`src/rtl/wpc_pkg.sv`:
```
package wpc_pkg;

  localparam int unsigned BYTE_W = 8;

  // Kind of beat presented at the head of the output side.
  typedef enum logic [1:0] {
    BEAT_NONE = 2'd0,
    BEAT_REAL = 2'd1,
    BEAT_FILL = 2'd2
  } beat_kind_e;

endpackage

```
`src/rtl/wpc_fifo.sv`:
```
// Posting buffer: circular store with a one-bit tag per entry, head and
// head+1 tag visibility for end-of-burst detection.
module wpc_fifo #(
  parameter int W     = 68,
  parameter int DEPTH = 8,
  localparam int PW   = (DEPTH > 1) ? $clog2(DEPTH) : 1,
  localparam int CW   = $clog2(DEPTH + 1)
) (
  input  logic          clk,
  input  logic          rst_n,
  input  logic          push,
  input  logic          push_flag,
  input  logic [W-1:0]  push_data,
  input  logic          pop,
  output logic [W-1:0]  head_data,
  output logic          next_flag,
  output logic [CW-1:0] count
);

  logic [W:0]    mem [DEPTH];
  logic [PW-1:0] wr_q, wr_d, rd_q, rd_d, rd_nxt;
  logic [CW-1:0] cnt_q, cnt_d;

  function automatic logic [PW-1:0] ptr_inc(input logic [PW-1:0] p);
    logic [PW-1:0] r;
    r = p + PW'(1);
    if ((1 << PW) != DEPTH) begin
      if (p == PW'(DEPTH - 1)) r = '0;
    end
    return r;
  endfunction

  assign rd_nxt = ptr_inc(rd_q);

  always_comb begin
    wr_d  = wr_q;
    rd_d  = rd_q;
    cnt_d = cnt_q;
    if (push) wr_d = ptr_inc(wr_q);
    if (pop)  rd_d = rd_nxt;
    case ({push, pop})
      2'b10:   cnt_d = cnt_q + CW'(1);
      2'b01:   cnt_d = cnt_q - CW'(1);
      default: cnt_d = cnt_q;
    endcase
  end

  always_ff @(posedge clk or negedge rst_n) begin
    if (!rst_n) begin
      wr_q  <= '0;
      rd_q  <= '0;
      cnt_q <= '0;
    end else begin
      wr_q  <= wr_d;
      rd_q  <= rd_d;
      cnt_q <= cnt_d;
    end
  end

  always_ff @(posedge clk) begin
    if (push) mem[wr_q] <= {push_flag, push_data};
  end

  assign head_data = mem[rd_q][W-1:0];
  assign next_flag = mem[rd_nxt][W];
  assign count     = cnt_q;

endmodule

```
`src/rtl/wpc_gather.sv`:
```
// Input side: classifies each accepted write against the open run,
// applies the flush policy and keeps the count of sealed bursts.
module wpc_gather #(
  parameter int AW         = 32,
  parameter int DEPTH      = 8,
  parameter int THRESH     = 8,
  parameter int IDLE_LIMIT = 16,
  parameter int MAX_GAP    = 1,
  localparam int CW        = $clog2(DEPTH + 1),
  localparam int IW        = $clog2(IDLE_LIMIT + 1),
  localparam int DWW       = AW - 2
) (
  input  logic           clk,
  input  logic           rst_n,
  input  logic           in_valid,
  input  logic [DWW-1:0] in_dw,
  input  logic [CW-1:0]  fill_cnt,
  input  logic           burst_done,
  output logic           in_ready,
  output logic           push,
  output logic           push_sob,
  output logic           sealed_any
);

  localparam logic [CW-1:0]  DEPTH_C = CW'(DEPTH);
  localparam logic [CW-1:0]  THR_C   = CW'(THRESH);
  localparam logic [IW-1:0]  IDLE_C  = IW'(IDLE_LIMIT);
  localparam logic [DWW-1:0] STEP_C  = DWW'(MAX_GAP + 1);

  logic           open_q, open_d;
  logic [DWW-1:0] last_q;
  logic           last_en;
  logic [IW-1:0]  idle_q, idle_d;
  logic [CW-1:0]  sealed_q, sealed_d;
  logic           acc, flush, seq, cont, close;
  logic [DWW-1:0] step;

  assign in_ready = (fill_cnt < DEPTH_C);
  assign acc      = in_valid & in_ready;
  assign flush    = open_q & ((fill_cnt >= THR_C) | (idle_q == IDLE_C));
  assign step     = in_dw - last_q;
  assign seq      = (in_dw > last_q) & (step <= STEP_C);
  assign cont     = open_q & ~flush & seq;
  assign close    = open_q & ~cont & (flush | acc);

  assign push     = acc;
  assign push_sob = ~cont;
  assign last_en  = acc;

  always_comb begin
    open_d   = acc | (open_q & ~flush);
    idle_d   = (acc | ~open_d) ? '0 : idle_q + IW'(1);
    sealed_d = sealed_q + CW'(close) - CW'(burst_done);
  end

  always_ff @(posedge clk or negedge rst_n) begin
    if (!rst_n) begin
      open_q   <= 1'b0;
      idle_q   <= '0;
      sealed_q <= '0;
      last_q   <= '0;
    end else begin
      open_q   <= open_d;
      idle_q   <= idle_d;
      sealed_q <= sealed_d;
      if (last_en) last_q <= in_dw;
    end
  end

  assign sealed_any = (sealed_q != '0);

endmodule

```
`src/rtl/wpc_emit.sv`:
```
// Output side: walks the head burst, inserts filler beats for skipped
// double words and marks start and end of each burst.
module wpc_emit
  import wpc_pkg::*;
#(
  parameter int AW   = 32,
  parameter int DW   = 32,
  localparam int BEW = DW / BYTE_W,
  localparam int DWW = AW - 2
) (
  input  logic           clk,
  input  logic           rst_n,
  input  logic           avail,
  input  logic [AW-1:0]  head_addr,
  input  logic [DW-1:0]  head_data,
  input  logic [BEW-1:0] head_be,
  input  logic           head_alone,
  input  logic           next_sob,
  input  logic           out_ready,
  output logic           out_valid,
  output logic           out_sop,
  output logic [AW-1:0]  out_addr,
  output logic [DW-1:0]  out_data,
  output logic [BEW-1:0] out_be,
  output logic           out_last,
  output logic           pop,
  output logic           burst_done
);

  logic           busy_q, busy_d;
  logic [DWW-1:0] exp_q, exp_d;
  logic [AW-1:0]  base_q;
  logic           base_en;
  logic           hs, last;
  beat_kind_e     kind;

  always_comb begin
    if (!avail)                                 kind = BEAT_NONE;
    else if (!busy_q || head_addr[AW-1:2] == exp_q) kind = BEAT_REAL;
    else                                        kind = BEAT_FILL;
  end

  assign last       = (kind == BEAT_REAL) & (head_alone | next_sob);
  assign hs         = avail & out_ready;
  assign pop        = hs & (kind == BEAT_REAL);
  assign burst_done = hs & last;
  assign base_en    = hs & ~busy_q;

  assign out_valid  = avail;
  assign out_sop    = ~busy_q;
  assign out_addr   = busy_q ? base_q : head_addr;
  assign out_be     = (kind == BEAT_REAL) ? head_be : '0;
  assign out_data   = (kind == BEAT_REAL) ? head_data : '0;
  assign out_last   = last;

  always_comb begin
    busy_d = busy_q;
    exp_d  = exp_q;
    if (hs) begin
      busy_d = ~last;
      exp_d  = (busy_q ? exp_q : head_addr[AW-1:2]) + DWW'(1);
    end
  end

  always_ff @(posedge clk or negedge rst_n) begin
    if (!rst_n) begin
      busy_q <= 1'b0;
      exp_q  <= '0;
      base_q <= '0;
    end else begin
      busy_q <= busy_d;
      exp_q  <= exp_d;
      if (base_en) base_q <= head_addr;
    end
  end

endmodule

```
`src/rtl/wpost_coalescer.sv`:
```
module wpost_coalescer
  import wpc_pkg::*;
#(
  parameter int AW         = 32,
  parameter int DW         = 32,
  parameter int DEPTH      = 8,
  parameter int THRESH     = 8,
  parameter int IDLE_LIMIT = 16,
  parameter int MAX_GAP    = 1,
  localparam int BEW       = DW / BYTE_W,
  localparam int CW        = $clog2(DEPTH + 1),
  localparam int EW        = AW + BEW + DW
) (
  input  logic           clk,
  input  logic           rst_n,
  input  logic           in_valid,
  output logic           in_ready,
  input  logic [AW-1:0]  in_addr,
  input  logic [DW-1:0]  in_data,
  input  logic [BEW-1:0] in_be,
  output logic           out_valid,
  input  logic           out_ready,
  output logic           out_sop,
  output logic [AW-1:0]  out_addr,
  output logic [DW-1:0]  out_data,
  output logic [BEW-1:0] out_be,
  output logic           out_last
);

  logic [1:0]    rsync_q;
  logic          rst_int_n;
  logic          push, push_sob, pop, burst_done, sealed_any, next_sob;
  logic [CW-1:0] fill_cnt;
  logic [EW-1:0] head_ent;

  // Asynchronous assertion, synchronous release.
  always_ff @(posedge clk or negedge rst_n) begin
    if (!rst_n) rsync_q <= 2'b00;
    else        rsync_q <= {rsync_q[0], 1'b1};
  end
  assign rst_int_n = rsync_q[1];

  wpc_gather #(
    .AW(AW), .DEPTH(DEPTH), .THRESH(THRESH),
    .IDLE_LIMIT(IDLE_LIMIT), .MAX_GAP(MAX_GAP)
  ) u_gather (
    .clk        (clk),
    .rst_n      (rst_int_n),
    .in_valid   (in_valid),
    .in_dw      (in_addr[AW-1:2]),
    .fill_cnt   (fill_cnt),
    .burst_done (burst_done),
    .in_ready   (in_ready),
    .push       (push),
    .push_sob   (push_sob),
    .sealed_any (sealed_any)
  );

  wpc_fifo #(.W(EW), .DEPTH(DEPTH)) u_buf (
    .clk       (clk),
    .rst_n     (rst_int_n),
    .push      (push),
    .push_flag (push_sob),
    .push_data ({in_addr, in_be, in_data}),
    .pop       (pop),
    .head_data (head_ent),
    .next_flag (next_sob),
    .count     (fill_cnt)
  );

  wpc_emit #(.AW(AW), .DW(DW)) u_emit (
    .clk        (clk),
    .rst_n      (rst_int_n),
    .avail      (sealed_any),
    .head_addr  (head_ent[EW-1 -: AW]),
    .head_data  (head_ent[DW-1:0]),
    .head_be    (head_ent[DW +: BEW]),
    .head_alone (fill_cnt == CW'(1)),
    .next_sob   (next_sob),
    .out_ready  (out_ready),
    .out_valid  (out_valid),
    .out_sop    (out_sop),
    .out_addr   (out_addr),
    .out_data   (out_data),
    .out_be     (out_be),
    .out_last   (out_last),
    .pop        (pop),
    .burst_done (burst_done)
  );

endmodule

```
`config.mk`:
```
export PLATFORM = sky130hd
export DESIGN_NAME = wpost_coalescer
export DESIGN_NICKNAME = d
export VERILOG_FILES = /design/src/rtl/wpc_pkg.sv /design/src/rtl/wpc_fifo.sv /design/src/rtl/wpc_gather.sv /design/src/rtl/wpc_emit.sv /design/src/rtl/wpost_coalescer.sv
export SDC_FILE = /design/constraint.sdc
export NUM_CORES = 1
export LEC_CHECK = 0
export CAP_MARGIN = 5
export CELL_PAD_IN_SITES_DETAIL_PLACEMENT = 1
export CELL_PAD_IN_SITES_GLOBAL_PLACEMENT = 1
export CORE_MARGIN = 3
export CORE_UTILIZATION = 45
export CTS_BUF_LIST = sky130_fd_sc_hd__clkbuf_4
export CTS_CLUSTER_SIZE = 25
export DETAILED_ROUTE_END_ITERATION = 10
export GPL_TIMING_DRIVEN = 0
export HOLD_SLACK_MARGIN = 0.12
export PLACE_DENSITY_LB_ADDON = 0.08
export SETUP_SLACK_MARGIN = 0.05
export SYNTH_ARGS = -nofsm -noshare
export SYNTH_HDL_FRONTEND = slang
export SYNTH_SLANG_ARGS = --single-unit
```
`constraint.sdc`:
```
create_clock -name clk -period 8.5 [get_ports clk]
set_clock_uncertainty 0.05 [all_clocks]
set_input_delay 1.275 -clock clk [delete_from_list [all_inputs] [get_ports clk]]
set_output_delay 1.275 -clock clk [all_outputs]
set_load 0.01 [all_outputs]
```
* After elaboration in Yosys (flattened, before gate mapping)
Memories as Yosys holds them, arrays and structs flattened.
Index checks and enable logic that the tools add are counted.
** Cells by class
- Reduce and logical (&&, ||, !) cells :: 4
- Equality and inequality tests :: 6
- $add $sub $neg :: 9
- Order comparisons :: 4
- Muxes and demuxes :: 10
- Bitwise gates (word level) :: 22
** Operator list (count)
- 32-bit 2-to-1 mux :: 2
- 30-bit by 1-bit adder with 30-bit output (second input constant) :: 1
- 30-bit equality test :: 1
- 30-bit > comparator :: 1
- 30-bit by 2-bit <= comparator with 1-bit output (second input constant) :: 1
- 30-bit 2-to-1 mux :: 1
- 30-bit subtractor :: 1
- 1-bit bitwise AND :: 12
- 4-bit one-hot mux with 2 select lines :: 1
- 3-bit by 1-bit adder with 3-bit output (second input constant) :: 2
- 5-bit by 1-bit adder with 5-bit output (second input constant) :: 1
- 5-bit equality test (second input constant) :: 1
- 5-bit 2-to-1 mux :: 1
- 1-bit NOT :: 5
- 1-bit OR :: 5
- 4-bit by 1-bit adder with 4-bit output :: 1
- 4-bit by 1-bit adder with 4-bit output (second input constant) :: 1
- 2-bit by 1-bit equality test with 1-bit output (second input constant) :: 2
- 4-bit by 1-bit equality test with 1-bit output (second input constant) :: 1
- 4-bit greater-or-equal comparator (second input constant) :: 1
- 4-bit less-than comparator (second input constant) :: 1
- 2-bit 2-to-1 mux :: 2
- 4-bit 2-to-1 mux :: 1
- 4-bit nonzero test :: 1
- other kinds (7) :: 8
** Word-level totals
- Output and inout port bits :: 72
- Register bits after elaboration :: 115
- RAM bits :: 552
- Memories kept :: 1
** Memory list
- u_buf.mem :: words 8, bits a word 69, read ports 2, clocked after Yosys merged registers in 0, write ports 1, RTL line wpc_fifo.sv:20 : logic [W:0] mem [DEPTH];

* Depth between registers and ports, before layout
Gate-level depths: netlist of the first run.
- Depth in word-level cells :: 11
- Mapped depth :: 19
- Gate-level depth less buffers :: 17

* By module
From an unflattened synthesis of the first run, not the netlist that was laid out.
** Second synthesis, totals
- Cells, all modules :: 1895
- Area total of the unflattened synthesis :: 29889.9 sq um
** By module, submodules not included
- wpc_fifo :: cells an instance 851, times used 1, seq. area each 16826.1 sq um, area an instance 21284.2 sq um
- wpc_emit :: cells an instance 588, times used 1, seq. area each 1576.5 sq um, area an instance 4865.9 sq um
- wpc_gather :: cells an instance 452, times used 1, seq. area each 1001.0 sq um, area an instance 3671.0 sq um
- wpost_coalescer :: cells an instance 4, times used 1, seq. area each 50.0 sq um, area an instance 68.8 sq um

* Worst setup path before layout of the first run
Ideal clock, no wire load.
- Kind :: input-to-reg
- From :: in in_valid
- To :: mem u_buf.mem[0][0] (netlist name) (enable)
- Path buffers :: 0
- Arrival time :: 8.495 ns
- Data required time :: 7.782 ns
- Cell stages on the path :: 4
- Library setup time :: 0.668 ns
- Setup slack :: -0.713 ns
- Cells stage by stage :: inv_1 nor2_1 clkinv_1 nor4_1
** On the way
- Longest elaborated chain between the ends :: 3
** Ends and longest elaborated chain
- start, declared :: RTL line wpost_coalescer.sv:16 : input logic in_valid,
- 1-bit bitwise AND :: RTL line wpc_gather.sv:39 : assign acc = in_valid & in_ready;
- 1-bit 2-to-1 mux :: RTL line wpc_fifo.sv:61 : if (push) mem[wr_q] <= {push_flag, push_data};
- 1-bit 2-to-1 mux (not written as such) :: RTL line wpc_fifo.sv:61
- end, declared :: RTL line wpc_fifo.sv:20
Every way passes these cells.

* Worst setup path in the final report of the first run
- From :: reg u_emit.busy_q
- To :: out out_addr[3]
** On the way
- Longest elaborated chain between the ends :: 1
** Ends and longest elaborated chain
- start, declared :: RTL line wpc_emit.sv:30 : logic busy_q, busy_d;
- start signal, assigned :: RTL line wpc_emit.sv:71 : busy_q <= busy_d;
- 32-bit 2-to-1 mux :: RTL line wpc_emit.sv:51 : assign out_addr = busy_q ? base_q : head_addr;
- end, declared :: RTL line wpost_coalescer.sv:24 : output logic [AW-1:0] out_addr,
Every way passes these cells.

==> run metrics, run 1 <==
part of the power in combinational logic=31.8%; Die Y=261 um; Most used DFF post-synth=edfxtp_1; met1 global-route usage=31.4%; worst hold path type=flip-flop to asynchronous set/reset pin; Net Count, Synth=2,033; Slew headroom=18.8%; Vias=18,268; crit start category=flip-flop; Ports=144; Synth cell types=77; met2 Resource Use GR=39.4%; max frequency=129 MHz; critical path arrival=6410 ps; # fillers=6,161; Routed WL per cell=24.1 um; max-cap violations=0; H-tree lvl count=4; Critical Path RT=7170 ps; Critical Path End Type=primary output; dpl hpwl=54,700 um; RePlAce Congestion=0.863; Die ar.=68,100 um2; port bufs=143; Worst-Margin Slew=1180 ps; grt ovf=0; Reg-to-Reg End=u_emit.exp_q[24]$_DFFE_PN0P_; Top Usage Layer GRT=met2; worst r2r path cells=16; post-route antenna net violation count=0; Switching Share=32.9%; Reg clk slew, reported paths=60 ps; Sequential Power Share=39.8%; Int Pwr=6.85 mW; register area share after synthesis=66.5%; YS warnings=0; crit path kind=flip-flop to primary output; CP max FO=10; clk sinks=667; CTS hold repair buffers=0; most used cell, CP=clkbuf_1; power per cell area=292 nW/um2; met3 Track Usage GR=5.63%; max incr delay on CP=660 ps; VDD IR max=0.135 mV; Area growth, synth to finish=19.4%; Final setup viols=0; Max Slew Vio Count=0; final net count=2,408; core footprint=63,700 um2; status=finished, final reports clean; First-pass DRT Iterations=5; top-count cell post-synth=edfxtp_1; fin crit share=91.0%; post-synth top area cell=edfxtp_1; commonest cells in the netlist=552 x edfxtp_1, 150 x nand2_1, 130 x mux4_2; Post-CTS Setup Repair Bufs=0; Root Buffer=clkbuf_4; GRT Util Overall=23.8%; TritonCTS clock tree=built; worst reg2reg startpoint=u_emit.busy_q$_DFFE_PN0P_; Post-Route WL=78,900 um; Switching Power=3.36 mW; R2R Setup Slk=2130 ps; ranking of synthesized cells by area=edfxtp_1 57%, mux4_2 10%, dfrtp_1 9.8%; vias per cell=5.57; CTS max path bufs=3; die width=261 um; final hold violations=0; Starting DRT DRC Count=1,115; final std cells w/o fill=3,279; largest net degree at the start of global routing=55; mapped cell area=29,300 um2; Post-synth EDFFs=552; RSZ-0062 raised after global routing=false; number of CTS-inserted buffers=175; P_leak=12.2 nW; Crit-path slowest cell=clkbuf_1; starting density of the core=46.0%; Cells after Synth=1,915; placed cells=2,959; CP Cell Sequence=clkbuf_1 > clkbuf_1 > buf_1 > clkbuf_1 > clkbuf_1 > clkbuf_1 > clkbuf_1 > clkbuf_1 > a21oi_1 > clkdlybuf4s50_1; global-route wire length before repair=120,000 um; vias in the first global route=19,757; Final min period=7730 ps; #FFs+latches synth=667; row count=92; Clock Power Share=28.4%; ys async rst share=17.2%; layout cells sized above 1=22.1%; clock latency on the worst-skew pair=1010 ps; initial antenna violation count=3; Syn Area/Cell=15.3 um2; drc violations=0; total power=10.2 mW; Synth top area share=56.7%; # resized after CTS=0
per-stage QoR:
| step | area (um2) | utilization, % | hold slack [ps] | worst slack (ps) | TNS, ps |
|---|---|---|---|---|---|
| floorplan | 29300 | - | 281 | 1170 | 0 |
| global placement | 31800 | 49.9 | 286 | -5110 | -1748710 |
| detailed placement | 32600 | 51.2 | 223 | 1800 | 0 |
| CTS | 34900 | 54.8 | 201 | 654 | 0 |
| global route | 34900 | 54.8 | 221 | 333 | 0 |
| finish | 34900 | 54.9 | 192 | 766 | 0 |
power by group through the flow:
stage	clock (mW)	sequential (mW)	combinational [mW]
2_1_floorplan	0	4.10	2.20
6_report	2.90	4.06	3.25
4_1_cts	2.99	4.06	3.28
5_1_grt	3.16	4.09	3.56
3_3_place_gp	0	4.17	3.11
3_5_place_dp	0	4.13	3.26
logic make-up (layout without fill, tap and decap cells):
| family | Yosys count | count (layout) | share of synthesized area [%] |
|---|---|---|---|
| flip-flops | 667 | 667 | 66.5 |
| AND/OR/NAND/NOR | 417 | 417 | 6.62 |
| AO/OA/AOI/OAI | 305 | 305 | 6.18 |
| multiplexers | 230 | 230 | 13.7 |
| buffers and inverters | 166 | 675 | 2.52 |
| XOR/XNOR | 83 | 83 | 2.48 |
| adder cells (fa/ha/maj) | 46 | 46 | 2.02 |
| other | 1 | 10 | 0.0128 |
worst max-delay path, delay by kind of cell, from the launching register on:
kind / cells / cell delay [ps]
AOI/OAI and AO/OA: 1 / 230
DFF: 1 / 320
buffers and inverters: 9 / 4830
per-layer routing:
metal	vias up	routed length, um
met5	-	0
met4	0	1560
met3	101	4420
met2	508	38700
met1	9435	34200
li1	8224	-
how the worst max path moves through the flow:
stage,startpoint,to
3_3_place_gp,in_valid,u_buf.mem[6][22]$_DFFE_PP_
6_report,u_emit.busy_q$_DFFE_PN0P_,out_addr[3]
5_1_grt,u_emit.busy_q$_DFFE_PN0P_,out_addr[3]
3_5_place_dp,u_emit.busy_q$_DFFE_PN0P_,out_addr[3]
4_1_cts,u_emit.busy_q$_DFFE_PN0P_,out_addr[3]
2_1_floorplan,in_valid,u_buf.mem[4][0]$_DFFE_PP_
state kept, by name (all words and copies together) (netlist names):
name,count
u_gather.sealed_q,4
u_emit.exp_q,30
u_gather.open_q,1
u_gather.last_q,30
u_buf.rd_q,3
u_emit.base_q,32
u_gather.idle_q,5
u_buf.mem,552
u_buf.wr_q,3
rsync_q,2
u_emit.busy_q,1
u_buf.count,4
layout by cell type (no fill, tap or decap), types with 23 or more instances in the layout:
cell             count
clkbuf_1            62
xor2_1              33
ha_1                44
mux4_2             130
nand3_1             31
o21ai_0            120
inv_1               69
dfrtp_1            114
buf_6               39
a21oi_1             86
clkinv_1            23
nor2_1             113
nand4_1             24
clkbuf_4           271
edfxtp_1           552
nand2_1            150
mux2i_1             85
xnor2_1             50
clkdlybuf4s50_1    143
area by class of cell:
class / instances / area [um2] / area share, %
Sequential cell: 667 / 19500 / 55.7
Multi-Input combinational cell: 1082 / 9120 / 26.1
Timing Repair Buffer: 198 / 2200 / 6.31
Clock buffer: 271 / 2030 / 5.83
Tap cell: 846 / 1060 / 3.03
Buffer: 96 / 475 / 1.36
Clock inverter: 40 / 285 / 0.817
Inverter: 70 / 263 / 0.752
Antenna cell: 9 / 22.5 / 0.0645
Power figures use the tool's default switching activity.
==> run 2, diff against run 1 <==
--- a/config.mk
+++ b/config.mk
@@ -9,7 +9,7 @@
 export CELL_PAD_IN_SITES_DETAIL_PLACEMENT = 1
 export CELL_PAD_IN_SITES_GLOBAL_PLACEMENT = 1
 export CORE_MARGIN = 3
-export CORE_UTILIZATION = 45
+export CORE_UTILIZATION = 40
 export CTS_BUF_LIST = sky130_fd_sc_hd__clkbuf_4
 export CTS_CLUSTER_SIZE = 25
 export DETAILED_ROUTE_END_ITERATION = 10
==> run 2 against run 1 <==
Clock power about the same. Clock-buffer cell count up 3. Critical path depth unchanged. Largest power group unchanged. Die area up 12%. Combinational power about the same. Total power down 0.14%. Final area up 0.30%. Via count up 0.29%. Worst hold slack better by 56 ps. Largest cell class unchanged. Register-to-register slack worse by 90 ps. Core utilization down 6.2 points.
==> run metrics, run 2 (synthesis gave the netlist of run 1 again) <==
status=finished, final reports clean; drc violations=0; Max Slew Vio Count=0; commonest non-fill, non-tap cell in the layout=edfxtp_1; Routed WL per cell=24.2 um; worst reg2reg startpoint=u_emit.busy_q$_DFFE_PN0P_; Top Usage Layer GRT=met2; grt ovf=0; Starting DRT DRC Count=1,390; worst path bufs/invs=9; RSZ-0062 raised after global routing=false; core footprint=72,000 um2; VDD IR max=0.111 mV; dpl hpwl=57,500 um; most flop-heavy register=u_buf.mem; Critical Path End Type=primary output; power per cell area=291 nW/um2; Reg clk slew, reported paths=70 ps; commonest non-fill, non-tap cells in the layout=552 x edfxtp_1, 274 x clkbuf_4, 150 x nand2_1; max incr delay on CP=710 ps; Clock Power Share=28.1%; Slew headroom=13.0%; max-cap violations=0; Crit-path slowest cell=clkbuf_1; Area growth, synth to finish=19.7%; Switching Power=3.43 mW; fin crit share=92.6%; Vias=18,321; Post-CTS Setup Repair Bufs=0; RePlAce Congestion=0.863; starting density of the core=40.6%; # resized after CTS=0; die width=276 um; clk sinks=667; CP Cell Sequence=clkbuf_1 > clkbuf_1 > buf_1 > clkbuf_1 > clkbuf_1 > clkbuf_1 > clkbuf_1 > clkbuf_1 > a21oi_1 > clkdlybuf4s50_1; P_leak=12.3 nW; critical path arrival=6550 ps; row count=98; Root Buffer=clkbuf_4; vias per cell=5.41; CP delay by family, top=buffers and inverters; footprint of the multi-input gates=9120 um2; Switching Share=33.6%; CTS max path bufs=3; Ports=144; crit path kind=flip-flop to primary output; final net count=2,416; Sequential Power Share=39.8%; Die ar.=76,400 um2; First-pass DRT Iterations=5; CP max FO=10; clock latency on the worst-skew pair=1010 ps; crit start category=flip-flop; max frequency=127 MHz; Die Y=276 um; CTS hold repair buffers=0; final std cells w/o fill=3,388; max reg flops=552; met1 global-route usage=29.9%; placed cells=3,065; Worst-Margin Slew=1310 ps; port bufs=143; H-tree lvl count=4; Setup TNS=0 ps; part of the power in combinational logic=32.1%; layout cells sized above 1=22.3%; GRT Util Overall=21.6%; met2 Resource Use GR=35.1%; final core occ=48.7%; Final setup viols=0; initial antenna violation count=4; # fillers=7,177; global-route wire length before repair=125,000 um; vias in the first global route=20,157; register area=19,500 um2; TritonCTS clock tree=built; most used cell, CP=clkbuf_1; CP startpoint=u_emit.busy_q$_DFFE_PN0P_; Critical Path RT=7170 ps; final hold violations=0; worst hold path type=flip-flop to asynchronous set/reset pin; number of CTS-inserted buffers=181; largest net degree at the start of global routing=53; Final min period=7870 ps; post-route antenna net violation count=0; met3 Track Usage GR=4.25%; Post-Route WL=81,800 um; Int Pwr=6.76 mW; Top Registers=u_buf.mem: 552 flops, u_emit.base_q: 32 flops
==> run 2: changes by cell type in the layout (fill, tap and decap cells not counted), moves of 3 or more <==
cell | before | now
clkinvlp_4 | 4 | 1
clkinv_1 | 23 | 27
buf_8 | 10 | 6
buf_6 | 39 | 43
inv_6 | 2 | 5
clkinv_4 | 0 | 4
bufinv_16 | 4 | 0
diode_2 | 9 | 3
inv_2 | 4 | 0
clkbuf_4 | 271 | 274
==> run 2: metrics by stage <==
stage | power, mW | worst slack, ps | hold slack [ps] | cell area, um2
after floorplan | 6.30 | 1170 | 281 | 29300
after global placement | 7.34 | -5770 | 287 | 31900
after detailed placement | 7.42 | 1490 | 275 | 32700
after CTS | 10.3 | 341 | 247 | 35000
after global routing | 10.8 | 249 | 262 | 35000
final | 10.2 | 627 | 248 | 35000
==> run 2: worst reg2reg max path, delay by kind of cell (launching register included) <==
kind	cells	cell delay, ps
AND/OR/NAND/NOR	4	710
AO/OA/AOI/OAI	3	530
adder cells (fa/ha/maj)	1	330
flip-flops	1	320
buffers and inverters	8	4410
==> run 2: final cells by class <==
class | count | area share [%]
plain buffers | 96 | 1.36
multi-input cells | 1082 | 26.0
clock inverters | 46 | 0.768
flip-flops and latches | 667 | 55.5
well taps | 950 | 3.39
inverters | 70 | 0.750
clock buffers | 274 | 5.87
repair buffers | 200 | 6.25
diodes | 3 | 0.0214
==> run 2: path summary, 6_finish.rpt <==
| check | endpoint | cells past startpoint | slack, ps |
|---|---|---|---|
| min in group clk | rsync_q[1]$_DFF_PN0_ | 0 | 300 |
| setup / recovery | out_addr[3] | 10 | 630 |
| hold reg to reg | u_gather.open_q$_DFF_PN0_ | 0 | 250 |
| max in group asynchronous | u_emit.base_q[3]$_DFFE_PN0P_ | 1 | 7410 |
| hold / removal | u_gather.open_q$_DFF_PN0_ | 0 | 250 |
| setup reg to reg | u_emit.exp_q[28]$_DFFE_PN0P_ | 16 | 2040 |
==> run 2: power groups by stage <==
stage	combinational, mW	clock [mW]	sequential (mW)
after floorplan	2.20	0	4.10
after global placement	3.17	0	4.17
after detailed placement	3.30	0	4.13
after CTS	3.32	2.96	4.06
after global routing	3.60	3.15	4.09
final	3.27	2.87	4.06
==> run 2: metal layers <==
layer / share of wire, % / vias up
li1: - / 8237
met1: 45 / 9492
met5: 0 / -
met4: 1.8 / 0
met3: 5.0 / 111
met2: 48 / 481
